## config.mk

```make
export PLATFORM = sky130hd
export DESIGN_NAME = cmdlist_dma
export DESIGN_NICKNAME = d
export VERILOG_FILES = /design/src/rtl/cmdlist_pkg.sv /design/src/rtl/cmdlist_dspmap.sv /design/src/rtl/cmdlist_circ.sv /design/src/rtl/cmdlist_dma.sv
export SDC_FILE = /design/constraint.sdc
export NUM_CORES = 1
export LEC_CHECK = 0
export BUFFER_PORTS_ARGS = -buffer_cell sky130_fd_sc_hd__buf_2
export CORE_MARGIN = 4
export CORE_UTILIZATION = 45
export DETAILED_ROUTE_END_ITERATION = 10
export GPL_TIMING_DRIVEN = 0
export HOLD_SLACK_MARGIN = 0.05
export MAX_ROUTING_LAYER = met4
export PLACE_DENSITY_LB_ADDON = 0.3
export REMOVE_ABC_BUFFERS = 1
export SLEW_MARGIN = 20
export SYNTH_ARGS = -nofsm -noshare
export SYNTH_HDL_FRONTEND = slang
export SYNTH_SLANG_ARGS = --single-unit
```

## constraint.sdc

```tcl
create_clock -name clk -period 3.09 [get_ports clk]
set_input_delay 0.4635 -clock clk [delete_from_list [all_inputs] [get_ports clk]]
set_output_delay 0.4635 -clock clk [all_outputs]
set_load 0.05 [all_outputs]
```

## src/rtl/cmdlist_pkg.sv

```systemverilog
`timescale 1ns/1ps
package cmdlist_pkg;

    localparam int DW         = 24;   // DSP word width
    localparam int UAW        = 14;   // unified DSP address width
    localparam int LAW        = 13;   // local address width inside one space
    localparam int DESC_WORDS = 7;

    localparam int X_WORDS = 'h1800;
    localparam int Y_WORDS = 'h1000;
    localparam int P_WORDS = 'h1000;

    // word positions inside a command block
    localparam int W_NEXT = 0;
    localparam int W_CTRL = 1;
    localparam int W_CNT  = 2;
    localparam int W_DSP  = 3;
    localparam int W_OFF  = 4;
    localparam int W_BASE = 5;
    localparam int W_SIZE = 6;

    localparam int EOL_BIT    = 14;
    localparam int STEP_LSB   = 14;
    localparam int STEP_W     = DW - STEP_LSB;
    localparam logic [3:0] BUF_CIRC = 4'hE;

    typedef enum logic [1:0] {
        SP_X    = 2'd0,
        SP_Y    = 2'd1,
        SP_P    = 2'd2,
        SP_NONE = 2'd3
    } space_e;

    typedef struct packed {
        logic [STEP_W-1:0] step;
        logic [2:0]        fmt;
        logic [3:0]        buf_id;
        logic              wb;
        logic              dir;   // 1: DSP -> buffer
    } ctrl_t;

    function automatic ctrl_t ctrl_decode(input logic [DW-1:0] w);
        ctrl_t c;
        c.dir    = w[1];
        c.wb     = w[4];
        c.buf_id = w[8:5];
        c.fmt    = w[12:10];
        c.step   = w[DW-1:STEP_LSB];
        return c;
    endfunction

    // transfer suppressed for reserved formats or counts that do not pack
    function automatic logic xfer_skipped(input logic [2:0] fmt, input logic [DW-1:0] cnt);
        logic s;
        case (fmt)
            3'd4, 3'd5, 3'd7: s = 1'b1;
            3'd0:             s = (cnt[1:0] != 2'b00);
            3'd1:             s = cnt[0];
            default:          s = 1'b0;
        endcase
        return s || (cnt == '0);
    endfunction

endpackage

```

## src/rtl/cmdlist_dspmap.sv

```systemverilog
`timescale 1ns/1ps
module cmdlist_dspmap
    import cmdlist_pkg::*;
(
    input  logic [UAW-1:0] uaddr,
    output space_e         space,
    output logic [LAW-1:0] laddr
);
    localparam int Y_START = X_WORDS;
    localparam int P_START = X_WORDS + Y_WORDS;
    localparam int P_END   = P_START + P_WORDS;

    logic [UAW-1:0] rel;

    always_comb begin
        if (uaddr < UAW'(Y_START)) begin
            space = SP_X;
            rel   = uaddr;
        end else if (uaddr < UAW'(P_START)) begin
            space = SP_Y;
            rel   = uaddr - UAW'(Y_START);
        end else if (uaddr < UAW'(P_END)) begin
            space = SP_P;
            rel   = uaddr - UAW'(P_START);
        end else begin
            space = SP_NONE;
            rel   = uaddr - UAW'(P_END);
        end
        laddr = LAW'(rel);
    end
endmodule

```

## src/rtl/cmdlist_circ.sv

```systemverilog
`timescale 1ns/1ps
module cmdlist_circ #(
    parameter int AW = 24
) (
    input  logic [AW-1:0] cur,
    input  logic [AW-1:0] base,
    input  logic [AW-1:0] last_ofs,   // window length minus one
    input  logic          circular,
    output logic [AW-1:0] nxt
);
    logic [AW-1:0] top;
    assign top = base + last_ofs;
    assign nxt = (circular && (cur == top)) ? base : cur + AW'(1);
endmodule

```

## src/rtl/cmdlist_dma.sv

```systemverilog
`timescale 1ns/1ps
module cmdlist_dma
    import cmdlist_pkg::*;
#(
    parameter int BUF_AW = 24
) (
    input  logic              clk,
    input  logic              rst,
    input  logic              go,
    input  logic [LAW-1:0]    head_addr,
    output logic              busy,
    output logic              eol_irq,
    output logic              dmem_req,
    output logic              dmem_we,
    output logic [1:0]        dmem_space,
    output logic [LAW-1:0]    dmem_addr,
    output logic [DW-1:0]     dmem_wdata,
    input  logic [DW-1:0]     dmem_rdata,
    output logic              buf_req,
    output logic              buf_we,
    output logic [3:0]        buf_id,
    output logic [BUF_AW-1:0] buf_addr,
    output logic [DW-1:0]     buf_wdata,
    input  logic [DW-1:0]     buf_rdata
);
    localparam int IDXW = $clog2(DESC_WORDS);

    typedef enum logic [3:0] {
        S_IDLE, S_FETCH, S_FWAIT, S_DECIDE,
        S_XRD, S_XWAIT, S_XWR, S_WBACK, S_NEXT
    } state_e;

    state_e            state_q;
    logic [IDXW-1:0]   idx_q;
    logic [LAW-1:0]    ptr_q;
    logic [DW-1:0]     desc_q [DESC_WORDS];
    logic [DW-1:0]     left_q;
    logic [DW-1:0]     hold_q;
    logic [UAW-1:0]    dsp_q;
    logic [BUF_AW-1:0] boff_q;
    logic [BUF_AW-1:0] boff_nxt;
    logic              irq_q;

    ctrl_t             ctrl;
    space_e            sp;
    logic [LAW-1:0]    sp_addr;
    logic              skip;
    logic              last;
    logic              unused_bits;

    assign ctrl = ctrl_decode(desc_q[W_CTRL]);
    assign skip = xfer_skipped(ctrl.fmt, desc_q[W_CNT]);
    assign last = (left_q == DW'(1));
    assign unused_bits = ^{desc_q[W_NEXT][DW-1:EOL_BIT+1], desc_q[W_NEXT][EOL_BIT-1:LAW]};

    cmdlist_dspmap u_map (
        .uaddr (dsp_q),
        .space (sp),
        .laddr (sp_addr)
    );

    cmdlist_circ #(.AW(BUF_AW)) u_circ (
        .cur      (boff_q),
        .base     (BUF_AW'(desc_q[W_BASE])),
        .last_ofs (BUF_AW'(desc_q[W_SIZE])),
        .circular (ctrl.buf_id == BUF_CIRC),
        .nxt      (boff_nxt)
    );

    // command words land one cycle after their read request
    always_ff @(posedge clk) begin
        for (int k = 0; k < DESC_WORDS; k++) begin
            if (rst)
                desc_q[k] <= '0;
            else if (state_q == S_FWAIT && idx_q == IDXW'(k))
                desc_q[k] <= dmem_rdata;
        end
    end

    always_ff @(posedge clk) begin
        if (rst) begin
            state_q <= S_IDLE;
            idx_q   <= '0;
            ptr_q   <= '0;
            left_q  <= '0;
            hold_q  <= '0;
            dsp_q   <= '0;
            boff_q  <= '0;
            irq_q   <= 1'b0;
        end else begin
            unique case (state_q)
                S_IDLE: if (go) begin
                    ptr_q   <= head_addr;
                    idx_q   <= '0;
                    irq_q   <= 1'b0;
                    state_q <= S_FETCH;
                end
                S_FETCH: state_q <= S_FWAIT;
                S_FWAIT: begin
                    if (idx_q == IDXW'(DESC_WORDS - 1)) begin
                        state_q <= S_DECIDE;
                    end else begin
                        idx_q   <= idx_q + IDXW'(1);
                        state_q <= S_FETCH;
                    end
                end
                S_DECIDE: begin
                    left_q  <= desc_q[W_CNT];
                    dsp_q   <= UAW'(desc_q[W_DSP]);
                    boff_q  <= BUF_AW'(desc_q[W_OFF]);
                    state_q <= skip ? S_NEXT : S_XRD;
                end
                S_XRD:   state_q <= S_XWAIT;
                S_XWAIT: begin
                    hold_q  <= ctrl.dir ? dmem_rdata : buf_rdata;
                    state_q <= S_XWR;
                end
                S_XWR: begin
                    left_q <= left_q - DW'(1);
                    dsp_q  <= dsp_q + UAW'(ctrl.step);
                    boff_q <= boff_nxt;
                    if (last)
                        state_q <= ctrl.wb ? S_WBACK : S_NEXT;
                    else
                        state_q <= S_XRD;
                end
                S_WBACK: state_q <= S_NEXT;
                S_NEXT: begin
                    if (desc_q[W_NEXT][EOL_BIT]) begin
                        irq_q   <= 1'b1;
                        state_q <= S_IDLE;
                    end else begin
                        ptr_q   <= LAW'(desc_q[W_NEXT]);
                        idx_q   <= '0;
                        state_q <= S_FETCH;
                    end
                end
                default: state_q <= S_IDLE;
            endcase
        end
    end

    always_comb begin
        dmem_req   = 1'b0;
        dmem_we    = 1'b0;
        dmem_space = SP_X;
        dmem_addr  = '0;
        dmem_wdata = '0;
        buf_req    = 1'b0;
        buf_we     = 1'b0;
        buf_addr   = boff_q;
        buf_wdata  = hold_q;
        unique case (state_q)
            S_FETCH: begin
                dmem_req  = 1'b1;
                dmem_addr = ptr_q + LAW'(idx_q);
            end
            S_XRD: begin
                if (ctrl.dir) begin
                    dmem_req   = 1'b1;
                    dmem_space = sp;
                    dmem_addr  = sp_addr;
                end else begin
                    buf_req = 1'b1;
                end
            end
            S_XWR: begin
                if (ctrl.dir) begin
                    buf_req = 1'b1;
                    buf_we  = 1'b1;
                end else begin
                    dmem_req   = 1'b1;
                    dmem_we    = 1'b1;
                    dmem_space = sp;
                    dmem_addr  = sp_addr;
                    dmem_wdata = hold_q;
                end
            end
            S_WBACK: begin
                dmem_req   = 1'b1;
                dmem_we    = 1'b1;
                dmem_addr  = ptr_q + LAW'(W_OFF);
                dmem_wdata = DW'(boff_q);
            end
            default: ;
        endcase
    end

    assign buf_id  = ctrl.buf_id;
    assign busy    = (state_q != S_IDLE);
    assign eol_irq = irq_q;

endmodule

```

## Word level (Yosys, flattened, before mapping)

Memory sizes are Yosys's and may differ from the RTL's.
Cells that the tools add are included.
W data, S select, Z words.

- Latch bits: 0
- Memories: 1
- Bits in read-only memories: 0
- RAM bits: 168
- Output and inout bits: 97
- Word-level logic and storage cells: 150
- Register bits: 107
- Bits of input ports: 64

Memory list:

| name | words | width | rd ports | clocked after Yosys merged registers in | write ports | line | source |
|---|---|---|---|---|---|---|---|
| desc_q | 7 | 24 | 7 | 0 | 7 | cmdlist_dma.sv:36 | `logic [DW-1:0] desc_q [DESC_WORDS];` |

- Multiply operators: 0
- Eq/ne operators: 25
- Reductions and logical operators: 23
- Order comparisons: 3
- Bitwise logic cells: 7
- Mux-type cells: 73
- Shift operators: 0
- Add/sub/neg operators: 10
- Divide/modulo/power cells: 0

Operator list:

| cell | number |
|---|---|
| $mux W24 | 10 |
| $pmux W24 S2 | 3 |
| $mux W13 | 7 |
| $pmux W13 S4 | 1 |
| $pmux W4 S9 | 1 |
| $mux W1 | 30 |
| $lt A14 B14 Y1 const B | 2 |
| $pmux W14 S2 | 1 |
| $pmux W13 S2 | 1 |
| $sub A13 B13 Y13 const B | 2 |
| $add A24 B1 Y24 const B | 1 |
| $add A24 B24 Y24 | 1 |
| $eq A24 B1 Y1 const B | 1 |
| $eq A24 B24 Y1 | 1 |
| $logic_not A24 Y1 | 1 |
| $sub A24 B1 Y24 const B | 1 |
| $eq A3 B3 Y1 const B | 6 |
| $eq A4 B3 Y1 const B | 4 |
| $mux W4 | 4 |
| $add A14 B10 Y14 | 1 |
| $lt A14 B13 Y1 const B | 1 |
| $add A13 B3 Y13 | 1 |
| $add A13 B3 Y13 const B | 1 |
| $sub A13 B12 Y13 const B | 1 |
| 25 further kinds | 58 |

## Logic depth before layout (Yosys ltp)

An unclocked memory read counts as a cell.

- Depth after elaboration: 7
- Gate-level depth with buffers: 13

## By module

A second synthesis with hierarchy kept.

- Cell total of the unflattened synthesis: 1503
- Area, all modules: 14356.3 um2

By module, submodules not included:

| module | instances | cells an instance | sequential area each (um2) | area each (um2) |
|---|---|---|---|---|
| cmdlist_dma | 1 | 1169 | 6436.2 | 11817.6 |
| cmdlist_circ | 1 | 317 | 0.0 | 2407.3 |
| cmdlist_dspmap | 1 | 17 | 0.0 | 131.4 |

## Worst setup path before layout

OpenSTA, ideal clock, no wires.

- Path kind: flip-flop to flip-flop
- Start: memory desc_q[5][0] (netlist: desc_q[1][24])
- End: register boff_q[10] (netlist: buf_addr[10])
- Setup time: 60 ps
- Buffers on the path: 2
- Data arrival time: 2967 ps
- Cell stages (with the launch flop): 14
- Setup slack: 63 ps
- Clock period less this slack: 3027 ps
- Path through: edfxtp_1 -> ha_1 -> fa_1 -> a21oi_1 -> o22ai_1 -> a221oi_2 -> xnor2_1 -> a41o_1 -> a2111oi_0 -> and4_1 -> buf_6 -> and2_4 -> buf_6 -> o311a_1

RTL lines:

| item | line | source |
|---|---|---|
| start: declaration | cmdlist_dma.sv:36 |  |
| end signal: assignment | cmdlist_dma.sv:110 | `boff_q <= BUF_AW'(desc_q[W_OFF]);` |
| end signal: assignment | cmdlist_dma.sv:121 | `boff_q <= boff_nxt;` |
| end: declaration | cmdlist_dma.sv:40 | `logic [BUF_AW-1:0] boff_q;` |

==> summary.txt <==
Outcome
  – Status: finished with violations
  – Failing checks: setup timing

Yosys
  – Synth unique cells: between 70 and 80
  – Fraction of registers with async set/reset: 0%
  – Post-synthesis cell area: 0.0144 mm^2
  – Yosys warning count: 0
  – Mapped Avg Cell Area: about 9.4 um^2
  – Seq cells post-synth: 250
  – Dominant synthesized flop cell: edfxtp_1
  – Number of flops mapped to enable cells by yosys: between 100 and 150
  – Gate Count Post-Synth: between 1,500 and 2,000
  – Seq/Total Area, Yosys: 44.8%

GRT
  – Largest net degree at the start of global routing: between 60 and 70
  – First-pass GRT wire length: 73.2 mm
  – Number of global-route vias before repair: 12,293
  – GRT Util Overall: 27.1%
  – Global route overflow: 0
  – Antenna violations before repair: 2

Drt
  – Final WL: 47.5 mm
  – DR WL/cell: 22.7 um
  – Residual DRC: 0
  – Vias per std cell: 6.12
  – Starting DRT DRC Count: 1,020
  – Post-DRT Antenna Nets: 0
  – Vias: 12,824
  – Initial DRT Pass Iterations: 5

Placement
  – GP Congestion: 0.938
  – Post-place instance area: 0.0156 mm^2
  – PortBufs: 160
  – Hpwl dp: 32.5 mm

Timing
  – Final setup fails: 23
  – Final min period: 3.15 ns
  – Min Hold Slack: 0.235 ns
  – Rel. slew slack: 31.9%
  – Fin crit share: 102%
  – Max-slew violations: 0
  – Fin Setup TNS: -0.972 ns
  – Worst-Margin Slew: 1.02 ns
  – Final worst slack: -0.0580 ns
  – Unrepaired setup endpoints after global routing: true
  – Hold Vio Cnt, Final: 0
  – Clock Skews: around 0.012 ns
  – Achievable Freq: 318 MHz

Power
  – Maximum VDD drop: 0.000382 V
  – Leak: 6.92 nW
  – Clk pwr share: 42.4%
  – Cell Pwr Density: 454 mW/mm^2
  – Sw Share: between 20% and 30%
  – Net Switching: 2.02 mW
  – Combinational Power Share: 10.8%
  – Overall Power: 7.91 mW
  – Int Pwr: 5.89 mW
  – Part of the power in registers: 46.8%

Floorplanning
  – Initial Util: between 40 and 50%
  – Area of the die: approximately 0.035 mm^2
  – # IOs: 161
  – Chip width: 187 um
  – # rows: 65
  – Core Box Area: 0.0316 mm^2
  – Chip height: 187 um

Finish
  – Design Area, Final: ~0.017 mm^2
  – Layout cells sized above 1: 22.0%
  – Area growth syn-to-layout: 21.4%
  – Fin util: 55.3%
  – Commonest non-fill, non-tap cell in the layout: buf_2
  – Final Net Count: approximately 1,800
  – Most frequent cells in the layout: 147 x buf_2, 143 x edfxtp_1, 134 x nand2_1

Clocking
  – TritonCTS clock tree: built
  – Later-pin clock latency in the skew report: 0.56 ns
  – Htree depth: 1
  – Clk sinks: 250
  – Cts bufs inserted: 28
  – CTS max path bufs: 3
  – CTS root buf: clkbuf_16
  – Hold-fix buffers, CTS: 0
  – Worst-path clk slew: 0.06 ns

Critical path
  – Critical Path Source: desc_q[1][24]
  – CP startpoint kind: flip-flop
  – Worst-path fanout max: 6
  – CP Capture Type: flip-flop
  – Start of the worst register-to-register path: desc_q[1][24]
  – Critical Path AT: 3.65 ns
  – Setup CP Type: reg2reg
  – Worst path required time: 3.59 ns
  – Worst Reg-to-Reg Cells: 13

Worst hold path
  – Min-Delay Path Depth: 3
  – Worst min-delay path class: in2reg
  – Min-delay src: buf_rdata[6]

Run
  – Max Cap Viol: 0
-- stage by stage --
step	setup WS, ns	std cells
floorplan	-1.89	1418
detailed placement	-0.970	2003
global placement	-4.63	1980
CTS	-0.00552	2077
global route	-0.140	2094
finish	-0.0580	2095
-- cell families after synthesis --
family	count (synthesis)	synth area share, %
simple gates	608	21.5
compound gates	369	17.7
flops	250	44.8
buf+inv	140	4.10
xor+xnor	70	4.27
fa+ha+maj	49	4.43
mux	46	3.21
-- layer usage --
metal | routed length (um) | vias up | track usage [%]
li1 | - | 5944 | -
met1 | 20900 | 6292 | 37.8
met2 | 21900 | 511 | 42.1
met3 | 3420 | 77 | 3.39
met4 | 1260 | 0 | 7.37
met5 | 0 | - | -
-- path summary, 6_finish.rpt --
path / to / slack [ns]
setup reg to reg: buf_addr[18] / -0.06
hold / removal: buf_wdata[6] / 0.23
hold reg to reg: left_q[19] / 0.47
setup / recovery: buf_addr[18] / -0.06
-- cell usage after synthesis (46+ instances only) --
library cell | n | area, um^2
edfxtp_1 | 143 | 4290
nor2_1 | 138 | 518
nand2_1 | 135 | 507
dfxtp_1 | 107 | 2140
and2_1 | 91 | 569
a21oi_1 | 88 | 440
clkbuf_1 | 88 | 330
and3_1 | 80 | 500
o21ai_0 | 55 | 275
a211oi_1 | 53 | 398
nand3_1 | 49 | 245
ha_1 | 46 | 576
mux2i_1 | 46 | 460
-- final cells by class --
class / count / area (um^2)
antenna: 1 / 2.50
clock inverter: 13 / 150
multi-input combinational: 1148 / 7970
tap: 402 / 503
inverter: 26 / 101
sequential: 250 / 6450
timing repair buffer: 216 / 1500
clock buffer: 39 / 762
fill: 2785 / 14100
-- what timing repair did --
item	4_1_cts	5_1_grt
gates cloned	6	0
pin swaps	30	29
setup endpoints to repair	64	63
gates resized for setup	82	51
buffers inserted	16	17
-- power groups by stage --
stage                     clock network (mW)  logic (mW)  registers, mW
final                                   3.35       0.854           3.70
after detailed placement                   0       0.742           3.76
after global routing                    3.52       0.921           3.71
after floorplan                            0       0.422           3.76
after global placement                     0       0.703           3.77
after CTS                               3.40       0.806           3.70
-- sequential cells by signal, indices dropped and copies added (netlist names) --
signal	count
buf_addr	24
buf_wdata	24
desc_q	143
dsp_q	14
eol_irq	1
idx_q	3
left_q	24
ptr_q	13
state_q	4
-- critical path, stage by stage (launching register included) --
cell and delay, ns:
edfxtp_1 0.44, ha_4 0.20, fa_2 0.39, a21oi_4 0.18
buf_4 0.13, o21ai_0 0.08, mux2i_1 0.17, a22o_1 0.20
nor4bb_1 0.23, and4b_1 0.26, and4_4 0.28, buf_12 0.13
and2_4 0.23, o311a_1 0.16
(Power assumes the default switching activity.)
